## src/rtl/updn_tmr_pkg.sv

```systemverilog
package updn_tmr_pkg;

  localparam int REG_AW = 3;

  typedef enum logic [REG_AW-1:0] {
    A_CTRL   = 3'd0,
    A_MODE   = 3'd1,
    A_CNT_LO = 3'd2,
    A_CNT_HI = 3'd3,
    A_RLD_LO = 3'd4,
    A_RLD_HI = 3'd5
  } reg_addr_e;

  // control register bit positions
  localparam int CB_RUN = 0;
  localparam int CB_EXT = 1;
  localparam int CB_IEN = 2;
  localparam int CB_XF  = 6;
  localparam int CB_OVF = 7;

  // mode register bit positions
  localparam int MB_CLKO = 0;
  localparam int MB_DOWN = 1;

  typedef struct packed {
    logic run;
    logic ext_sel;
    logic irq_en;
    logic clko_en;
    logic down_en;
  } cfg_t;

endpackage

```

## src/rtl/tmr_event_gen.sv

```systemverilog
module tmr_event_gen
  import updn_tmr_pkg::*;
#(
  parameter int SYNC_STAGES = 2
) (
  input  logic clk_i,
  input  logic rst_ni,
  input  cfg_t cfg_i,
  input  logic tick_i,
  input  logic pin_i,
  input  logic dir_i,
  output logic evt_o,
  output logic up_o
);

  localparam int TOP = SYNC_STAGES - 1;

  logic [SYNC_STAGES-1:0] sync_q;
  logic                   prev_q;
  logic                   dir_q;
  logic                   started_q;
  logic                   fall_edge;
  logic                   src_evt;
  logic                   use_pin;

  always_ff @(posedge clk_i or negedge rst_ni) begin
    if (!rst_ni) begin
      sync_q    <= '0;
      prev_q    <= 1'b0;
      dir_q     <= 1'b0;
      started_q <= 1'b0;
    end else begin
      sync_q    <= {sync_q[SYNC_STAGES-2:0], pin_i};
      prev_q    <= sync_q[TOP];
      dir_q     <= dir_i;
      started_q <= 1'b1;
    end
  end

  assign fall_edge = prev_q & ~sync_q[TOP];
  assign use_pin   = cfg_i.ext_sel & ~cfg_i.clko_en;
  assign src_evt   = use_pin ? fall_edge : tick_i;
  assign evt_o     = cfg_i.run & src_evt;
  assign up_o      = cfg_i.clko_en | ~cfg_i.down_en | dir_q;

  // direction follows the pin one edge late in up/down mode
  p_dir_sampled_r5: assert property (@(posedge clk_i) disable iff (!rst_ni)
    (started_q && cfg_i.down_en && !cfg_i.clko_en) |-> (up_o == $past(dir_i)))
    else $error("p_dir_sampled_r5");

  // without down-enable the count direction is always up
  p_up_only_r4: assert property (@(posedge clk_i) disable iff (!rst_ni)
    !cfg_i.down_en |-> up_o)
    else $error("p_up_only_r4");

  // the external source never counts unless its synchronized level fell
  p_ext_edge_r9: assert property (@(posedge clk_i) disable iff (!rst_ni)
    (started_q && use_pin && evt_o) |-> (!sync_q[TOP] && $past(sync_q[TOP])))
    else $error("p_ext_edge_r9");

endmodule

```

## src/rtl/tmr_count_core.sv

```systemverilog
module tmr_count_core #(
  parameter int HALF_W = 8
) (
  input  logic                clk_i,
  input  logic                rst_ni,
  input  logic                evt_i,
  input  logic                up_i,
  input  logic [2*HALF_W-1:0] rld_i,
  input  logic                wr_lo_i,
  input  logic                wr_hi_i,
  input  logic [HALF_W-1:0]   wdata_i,
  output logic [2*HALF_W-1:0] cnt_o,
  output logic                wrap_o
);

  localparam int W = 2 * HALF_W;

  // {wrap, next} for an upward step
  function automatic logic [W:0] step_up(logic [W-1:0] c, logic [W-1:0] r);
    if (c == '1) return {1'b1, r};
    return {1'b0, c + W'(1)};
  endfunction

  // {wrap, next} for a downward step; only a match with the reload wraps
  function automatic logic [W:0] step_down(logic [W-1:0] c, logic [W-1:0] r);
    if (c == r) return {1'b1, {W{1'b1}}};
    return {1'b0, c - W'(1)};
  endfunction

  logic [W-1:0] cnt_q;
  logic [W:0]   step;
  logic         wr_any;

  assign wr_any = wr_lo_i | wr_hi_i;
  assign step   = up_i ? step_up(cnt_q, rld_i) : step_down(cnt_q, rld_i);
  assign wrap_o = evt_i & ~wr_any & step[W];
  assign cnt_o  = cnt_q;

  always_ff @(posedge clk_i or negedge rst_ni) begin
    if (!rst_ni) begin
      cnt_q <= '0;
    end else if (wr_lo_i) begin
      cnt_q[HALF_W-1:0] <= wdata_i;
    end else if (wr_hi_i) begin
      cnt_q[W-1:HALF_W] <= wdata_i;
    end else if (evt_i) begin
      cnt_q <= step[W-1:0];
    end
  end

  p_step_up_r2: assert property (@(posedge clk_i) disable iff (!rst_ni)
    (evt_i && up_i && cnt_q != '1 && !wr_any) |=> (cnt_q == $past(cnt_q) + W'(1)))
    else $error("p_step_up_r2");

  p_hold_r2: assert property (@(posedge clk_i) disable iff (!rst_ni)
    (!evt_i && !wr_any) |=> $stable(cnt_q))
    else $error("p_hold_r2");

  p_up_reload_r3: assert property (@(posedge clk_i) disable iff (!rst_ni)
    (evt_i && up_i && cnt_q == '1 && !wr_any) |=> (cnt_q == $past(rld_i)))
    else $error("p_up_reload_r3");

  p_down_match_r6: assert property (@(posedge clk_i) disable iff (!rst_ni)
    (evt_i && !up_i && cnt_q == rld_i && !wr_any) |=> (cnt_q == '1))
    else $error("p_down_match_r6");

  p_write_wins_r12: assert property (@(posedge clk_i) disable iff (!rst_ni)
    wr_lo_i |=> (cnt_q[HALF_W-1:0] == $past(wdata_i)))
    else $error("p_write_wins_r12");

endmodule

```

## src/rtl/tmr_regs.sv

```systemverilog
module tmr_regs
  import updn_tmr_pkg::*;
#(
  parameter int HALF_W = 8
) (
  input  logic                clk_i,
  input  logic                rst_ni,
  input  logic                wr_en_i,
  input  logic [REG_AW-1:0]   wr_addr_i,
  input  logic [HALF_W-1:0]   wr_data_i,
  input  logic [REG_AW-1:0]   rd_addr_i,
  output logic [HALF_W-1:0]   rd_data_o,
  input  logic [2*HALF_W-1:0] cnt_i,
  input  logic                wrap_i,
  output cfg_t                cfg_o,
  output logic [2*HALF_W-1:0] rld_o,
  output logic                ovf_o,
  output logic                xf_o,
  output logic                wr_cnt_lo_o,
  output logic                wr_cnt_hi_o
);

  logic              run_q, ext_q, ien_q, clko_q, down_q;
  logic              ovf_q, xf_q;
  logic [HALF_W-1:0] rld_lo_q, rld_hi_q;
  logic              wr_ctrl, wr_mode, wr_rlo, wr_rhi;
  logic              updn_mode;
  logic              ovf_base, xf_base;

  assign wr_ctrl     = wr_en_i && (wr_addr_i == A_CTRL);
  assign wr_mode     = wr_en_i && (wr_addr_i == A_MODE);
  assign wr_cnt_lo_o = wr_en_i && (wr_addr_i == A_CNT_LO);
  assign wr_cnt_hi_o = wr_en_i && (wr_addr_i == A_CNT_HI);
  assign wr_rlo      = wr_en_i && (wr_addr_i == A_RLD_LO);
  assign wr_rhi      = wr_en_i && (wr_addr_i == A_RLD_HI);

  assign updn_mode = down_q & ~clko_q;
  assign ovf_base  = wr_ctrl ? wr_data_i[CB_OVF] : ovf_q;
  assign xf_base   = wr_ctrl ? wr_data_i[CB_XF]  : xf_q;

  always_ff @(posedge clk_i or negedge rst_ni) begin
    if (!rst_ni) begin
      run_q    <= 1'b0;
      ext_q    <= 1'b0;
      ien_q    <= 1'b0;
      clko_q   <= 1'b0;
      down_q   <= 1'b0;
      ovf_q    <= 1'b0;
      xf_q     <= 1'b0;
      rld_lo_q <= '0;
      rld_hi_q <= '0;
    end else begin
      if (wr_ctrl) begin
        run_q <= wr_data_i[CB_RUN];
        ext_q <= wr_data_i[CB_EXT];
        ien_q <= wr_data_i[CB_IEN];
      end
      if (wr_mode) begin
        clko_q <= wr_data_i[MB_CLKO];
        down_q <= wr_data_i[MB_DOWN];
      end
      if (wr_rlo) rld_lo_q <= wr_data_i;
      if (wr_rhi) rld_hi_q <= wr_data_i;
      ovf_q <= ovf_base | wrap_i;
      xf_q  <= xf_base ^ (wrap_i & updn_mode);
    end
  end

  assign cfg_o = '{run: run_q, ext_sel: ext_q, irq_en: ien_q,
                   clko_en: clko_q, down_en: down_q};
  assign rld_o = {rld_hi_q, rld_lo_q};
  assign ovf_o = ovf_q;
  assign xf_o  = xf_q;

  always_comb begin
    rd_data_o = '0;
    case (rd_addr_i)
      A_CTRL: begin
        rd_data_o[CB_RUN] = run_q;
        rd_data_o[CB_EXT] = ext_q;
        rd_data_o[CB_IEN] = ien_q;
        rd_data_o[CB_XF]  = xf_q;
        rd_data_o[CB_OVF] = ovf_q;
      end
      A_MODE: begin
        rd_data_o[MB_CLKO] = clko_q;
        rd_data_o[MB_DOWN] = down_q;
      end
      A_CNT_LO: rd_data_o = cnt_i[HALF_W-1:0];
      A_CNT_HI: rd_data_o = cnt_i[2*HALF_W-1:HALF_W];
      A_RLD_LO: rd_data_o = rld_lo_q;
      A_RLD_HI: rd_data_o = rld_hi_q;
      default:  rd_data_o = '0;
    endcase
  end

  p_ovf_set_r10: assert property (@(posedge clk_i) disable iff (!rst_ni)
    wrap_i |=> ovf_q)
    else $error("p_ovf_set_r10");

  p_xf_toggle_r7: assert property (@(posedge clk_i) disable iff (!rst_ni)
    (wrap_i && updn_mode && !wr_ctrl) |=> (xf_q != $past(xf_q)))
    else $error("p_xf_toggle_r7");

  p_xf_quiet_r7: assert property (@(posedge clk_i) disable iff (!rst_ni)
    (!(wrap_i && updn_mode) && !wr_ctrl) |=> $stable(xf_q))
    else $error("p_xf_quiet_r7");

endmodule

```

## src/rtl/tmr_clkout.sv

```systemverilog
module tmr_clkout (
  input  logic clk_i,
  input  logic rst_ni,
  input  logic en_i,
  input  logic wrap_i,
  output logic out_o
);

  logic out_q;

  always_ff @(posedge clk_i or negedge rst_ni) begin
    if (!rst_ni)              out_q <= 1'b0;
    else if (en_i && wrap_i)  out_q <= ~out_q;
  end

  assign out_o = out_q;

  p_clko_toggle_r8: assert property (@(posedge clk_i) disable iff (!rst_ni)
    (en_i && wrap_i) |=> (out_q != $past(out_q)))
    else $error("p_clko_toggle_r8");

  p_clko_hold_r8: assert property (@(posedge clk_i) disable iff (!rst_ni)
    !(en_i && wrap_i) |=> $stable(out_q))
    else $error("p_clko_hold_r8");

endmodule

```

## src/rtl/updn_reload_timer.sv

```systemverilog
module updn_reload_timer
  import updn_tmr_pkg::*;
#(
  parameter int HALF_W      = 8,
  parameter int SYNC_STAGES = 2
) (
  input  logic              clk_i,
  input  logic              rst_ni,
  input  logic              tick_i,
  input  logic              cnt_pin_i,
  input  logic              dir_pin_i,
  input  logic              wr_en_i,
  input  logic [2:0]        wr_addr_i,
  input  logic [HALF_W-1:0] wr_data_i,
  input  logic [2:0]        rd_addr_i,
  output logic [HALF_W-1:0] rd_data_o,
  output logic              ovf_o,
  output logic              xflg_o,
  output logic              irq_o,
  output logic              clkout_o
);

  localparam int W = 2 * HALF_W;

  cfg_t         cfg;
  logic [W-1:0] rld;
  logic [W-1:0] cnt;
  logic         evt, up, wrap;
  logic         wr_lo, wr_hi;
  logic         ovf, xf;

  tmr_regs #(.HALF_W(HALF_W)) u_regs (
    .clk_i       (clk_i),
    .rst_ni      (rst_ni),
    .wr_en_i     (wr_en_i),
    .wr_addr_i   (wr_addr_i),
    .wr_data_i   (wr_data_i),
    .rd_addr_i   (rd_addr_i),
    .rd_data_o   (rd_data_o),
    .cnt_i       (cnt),
    .wrap_i      (wrap),
    .cfg_o       (cfg),
    .rld_o       (rld),
    .ovf_o       (ovf),
    .xf_o        (xf),
    .wr_cnt_lo_o (wr_lo),
    .wr_cnt_hi_o (wr_hi)
  );

  tmr_event_gen #(.SYNC_STAGES(SYNC_STAGES)) u_evt (
    .clk_i  (clk_i),
    .rst_ni (rst_ni),
    .cfg_i  (cfg),
    .tick_i (tick_i),
    .pin_i  (cnt_pin_i),
    .dir_i  (dir_pin_i),
    .evt_o  (evt),
    .up_o   (up)
  );

  tmr_count_core #(.HALF_W(HALF_W)) u_core (
    .clk_i   (clk_i),
    .rst_ni  (rst_ni),
    .evt_i   (evt),
    .up_i    (up),
    .rld_i   (rld),
    .wr_lo_i (wr_lo),
    .wr_hi_i (wr_hi),
    .wdata_i (wr_data_i),
    .cnt_o   (cnt),
    .wrap_o  (wrap)
  );

  tmr_clkout u_clko (
    .clk_i  (clk_i),
    .rst_ni (rst_ni),
    .en_i   (cfg.clko_en),
    .wrap_i (wrap),
    .out_o  (clkout_o)
  );

  assign ovf_o  = ovf;
  assign xflg_o = xf;
  assign irq_o  = cfg.irq_en & (ovf | xf);

  p_irq_gate_r11: assert property (@(posedge clk_i) disable iff (!rst_ni)
    irq_o |-> (cfg.irq_en && (ovf_o || xflg_o)))
    else $error("p_irq_gate_r11");

  p_irq_raise_r11: assert property (@(posedge clk_i) disable iff (!rst_ni)
    (cfg.irq_en && wrap) |=> (irq_o || !cfg.irq_en))
    else $error("p_irq_raise_r11");

endmodule

```

## config.mk

```make
export PLATFORM = sky130hd
export DESIGN_NAME = updn_reload_timer
export DESIGN_NICKNAME = d
export VERILOG_FILES = /design/src/rtl/updn_tmr_pkg.sv /design/src/rtl/tmr_event_gen.sv /design/src/rtl/tmr_count_core.sv /design/src/rtl/tmr_regs.sv /design/src/rtl/tmr_clkout.sv /design/src/rtl/updn_reload_timer.sv
export SDC_FILE = /design/constraint.sdc
export NUM_CORES = 1
export LEC_CHECK = 0
export BUFFER_PORTS_ARGS = -buffer_cell sky130_fd_sc_hd__buf_2
export CORE_UTILIZATION = 50
export CTS_CLUSTER_SIZE = 16
export DETAILED_ROUTE_END_ITERATION = 10
export PLACE_DENSITY = 0.72
export SLEW_MARGIN = 20
export SYNTH_ARGS = -nofsm -noshare
export SYNTH_HDL_FRONTEND = slang
export SYNTH_SLANG_ARGS = --single-unit
```

## constraint.sdc

```tcl
create_clock -name clk_i -period 1.93 [get_ports clk_i]
set_input_delay 0 -clock clk_i [delete_from_list [all_inputs] [get_ports clk_i]]
set_output_delay 0 -clock clk_i [all_outputs]
set_load 0.05 [all_outputs]
```

==> summary.md <==
| Metric | Value |
|---|---|
| Worst Path Arrival | `2.29 ns` |
| Internal power | `3.30 mW` |
| Die X | `82.4 µm` |
| Final worst path period share | `109%` |
| Top cells by area, synth | `dfrtp_1, mux2_2, xor2_1` |
| CP Max Fanout | `5` |
| Worst Setup Start Kind | `register` |
| Largest net degree at the start of global routing | `32` |
| Max_cap viols | `0` |
| Clock Latency Late Sink | `0.30 ns` |
| Synthesized-area fraction occupied by and/or/nand/nor cells | `21.1%` |
| Boundary Pins | `32` |
| Hold Startpoint | `wr_data_i[4]` |
| Distinct cells, synth | `53` |
| Initial antenna violation count | `0` |
| PD cells | `1280 nW/µm²` |
| DRT iter0 DRCs | `460` |
| Post-route cell area | `4540 µm²` |
| Synthesized flop and latch total | `44` |
| Proportion of synthesized area in mux cells | `13.0%` |
| Most common flop cell mapped by yosys | `dfrtp_1` |
| Post-Synth XOR/XNOR Area | `10.8%` |
| Placed cell area | `3960 µm²` |
| Initial Util | `53.1%` |
| Met2 Usage GRT | `57.1%` |
| Hpwl dp | `7.92 mm` |
| Synth Area in Compound Gates | `14.8%` |
| Clock slew at reported path FFs | `0.09 ns` |
| Final Skew | `0.00394 ns` |
| Largest family of logic cells by synthesized area | `simple AND/OR/NAND/NOR gates` |
| Diodes inserted | `0` |
| Final setup TNS | `-1.60 ns` |
| Vias in the first global route | `3262` |
| Worst Slack Setup Final | `-0.169 ns` |
| Nets | `482` |
| Total CTS buffers | `5` |
| Hold Crit Depth | `2` |
| Synth Cell Area | `3230 µm²` |
| Tmin final | `2.10 ns` |
| Ys async rst share | `100%` |
| Net Sw Power | `2.53 mW` |
| Comb pwr share | `63.3%` |
| Drt first pass iters | `5` |
| Final wirelength | `11.4 mm` |
| Gpl congestion | `0.998` |
| Wire per inst | `21.3 µm` |
| Vias | `3382` |
| GRT busiest layer | `met2` |
| Global-route wire length before repair | `17.1 mm` |
| Port bufs | `31` |
| RR Endpoint | `u_regs.xf_o` |
| FP Rows | `28` |
| Hold path endpoint | `u_regs.rld_lo_q[4]` |
| Die height | `82.4 µm` |
| CP Cell Sequence | `buf_6 > xor2_2 > nor4_2 > nand4_1 > or2_4 > a2111oi_4 > xnor2_1` |
| Yosys warns | `0` |
| Post-route DRC violation count | `0` |
| Buf/Inv on CP | `1` |
| Clk pwr share | `10.9%` |
| Sequential area share after synthesis | `34.0%` |
| FMAX | `0.476 GHz` |
| Worst slew pin tran | `0.774 ns` |
| Post-route ant nets | `0` |
| RSZ-0062 raised after global routing | `yes` |
| Utilization after layout | `74.5%` |
| Layout cell share with drive strength beyond 1 | `44.3%` |
| Status | `finished, violations left` |
| Number of synthesized flops with an enable pin | `0` |
| Cells after Synth | `351` |
| # fillers | `442` |
| Hold WC Path Type | `in2reg` |
| WS Path Type | `reg2reg` |
| Clock sink count | `44` |
| Grt met1 use | `42.0%` |
| Normalized max-slew margin | `48.4%` |
| Gr usage total | `35.2%` |
| Core area | `6100 µm²` |
| Final Hold Vio Count | `0` |
| Crit path max-delay family | `simple AND/OR/NAND/NOR gates` |
| Final setup vio count | `16` |
| Failing checks | `negative setup slack` |
| Synth Area per Inst | `9.21 µm²` |
| RR Startpoint | `u_core.cnt_o[4]` |
| Max H-tree Level | `2` |
| Element type at the critical path end | `register` |
| Via density | `6.31` |
| Die area | `6790 µm²` |
| Pleak | `2.00 nW` |
| Flop pwr share | `25.8%` |
| Met3 Use GR | `7.25%` |
| Total gr overflow | `0` |
| Post-synthesis adder-cell area fraction | `0.774%` |
| Setup WS pre-CTS | `-0.262 ns` |
| Largest area contributor in the netlist | `dfrtp_1` |
| Crit path required time | `2.12 ns` |
| Worst IR Drop VDD | `0.000666 V` |
| Clock buffer depth | `2` |
| Synth top area share | `34.0%` |
| CP max stage cell | `dfrtp_1` |
| Root buf cell | `clkbuf_8` |
| Register-to-register setup slack | `-0.17 ns` |
| Final-report max-slew violation count | `0` |
| Syn_nets | `373` |
| Area grow syn2layout | `40.4%` |
| Slowest stage delay, CP | `0.41 ns` |
| Worst reg2reg path depth | `7` |
| CTS tree | `built` |
| Sw frac | `43.4%` |
## placed cells by master (no fill, tap or decap), types with 6 or more instances in the layout
cell type      instances
a21oi_1                9
a221o_1               17
and3_1                11
buf_2                 31
buf_4                 75
buf_6                 18
clkbuf_8               6
dfrtp_1               40
dlygate4sd3_1          6
inv_1                  9
mux2_2                24
mux2i_1               15
nand2_1               17
nand3_1               18
nand4_1                7
nor2_1                19
nor3_1                 7
xnor2_1               18
xor2_1                19
## cells by family after synthesis
group | count (synthesis)
and+or+nand+nor | 123
AOI/OAI and AO/OA | 64
DFF | 44
xor gates and xnor gates | 40
buffers and inverters | 39
muxes | 39
adders and majority gates | 2
## stage by stage
step,cells,power [mW],hold slack [ns]
2_1_floorplan,351,3.33,-0.296
3_3_place_gp,501,4.40,0.0866
3_5_place_dp,501,4.46,0.0877
4_1_cts,528,5.48,0.00918
5_1_grt,536,6.08,0.0345
6_report,536,5.83,0.0249
## worst reg2reg max path, stage by stage (launching register included)
cell	delay, ns
dfrtp_1	0.41
buf_6	0.15
xor2_2	0.15
nor4_2	0.28
nand4_1	0.25
or2_4	0.33
a2111oi_4	0.31
xnor2_1	0.11
## metal layers
layer / wire length, µm / vias up
met2: 5500 / 192
met3: 834 / 53
met4: 632 / 0
li1: - / 1503
met5: 0 / -
met1: 4460 / 1634
## repair_timing
item / in CTS / in global routing
endpoints found under the setup margin: 16 / 18
gates cloned: 0 / 0
hold endpoints to repair: 36 / 0
pin swaps: 11 / 25
hold buffers: 6 / 0
setup buffers: 13 / 8
resized for setup: 40 / 21
## layout make-up
cell class              count  area [µm²]  area share (%)
inverters                   9        33.8           0.744
well taps                  75        93.8            2.07
clock inverters             1        7.51           0.165
repair buffers            132        1020            22.5
multi-input cells         268        2190            48.3
clock buffers               7        86.3            1.90
flip-flops and latches     44        1110            24.4
## registers in the layout (all words and copies together) (netlist names)
signal	count
u_core.cnt_o	16
u_regs.rld_hi_q	8
u_regs.rld_lo_q	8
u_evt.sync_q	2
u_clko.out_o	1
u_evt.dir_q	1
u_evt.prev_q	1
u_regs.clko_q	1
u_regs.down_q	1
u_regs.ext_q	1
u_regs.ien_q	1
u_regs.ovf_o	1
u_regs.run_q	1
u_regs.xf_o	1
## how the worst max path moves through the flow
| stage | startpoint | end | slack, ns | cells after the start |
|---|---|---|---|---|
| CTS | u_core.cnt_o[9] | u_core.cnt_o[15] | -0.13 | 6 |
| finish | u_core.cnt_o[4] | u_regs.xf_o | -0.17 | 7 |
| global route | u_core.cnt_o[4] | u_regs.xf_o | -0.24 | 7 |
| detailed placement | u_core.cnt_o[4] | u_regs.xf_o | -0.26 | 7 |
| global placement | u_core.cnt_o[4] | u_regs.xf_o | -0.25 | 7 |
| floorplan | u_core.cnt_o[11] | u_core.cnt_o[15] | -0.08 | 7 |
## power groups by stage
stage | Combinational, mW | Clock, mW | Sequential (mW)
after floorplan | 1.91 | 0 | 1.42
after global placement | 2.94 | 0 | 1.46
after detailed placement | 2.98 | 0 | 1.48
after CTS | 3.37 | 0.642 | 1.47
after global routing | 3.89 | 0.664 | 1.53
final | 3.69 | 0.636 | 1.50
## synthesized netlist by cell type, types with 2 or more instances
cell type / count
nor4_1: 5
a31oi_1: 3
nand4_1: 7
or4_1: 2
a211oi_1: 5
or2_2: 2
mux2i_1: 15
inv_1: 9
and2_1: 2
a21oi_1: 12
a221oi_1: 3
or3_1: 4
nor2_1: 20
nand2_1: 18
nand3b_1: 2
xor2_1: 21
o21ai_0: 6
xnor2_1: 19
nand3_1: 21
mux2_2: 24
nor3_1: 11
a22o_1: 2
o22ai_1: 4
buf_2: 14
ha_1: 2
a22oi_1: 5
o21a_1: 2
and3_1: 12
clkbuf_1: 10
dfrtp_1: 44
buf_1: 4
a221o_1: 17
nor2b_1: 4
Note: power is estimated with default switching activity, not from simulation.
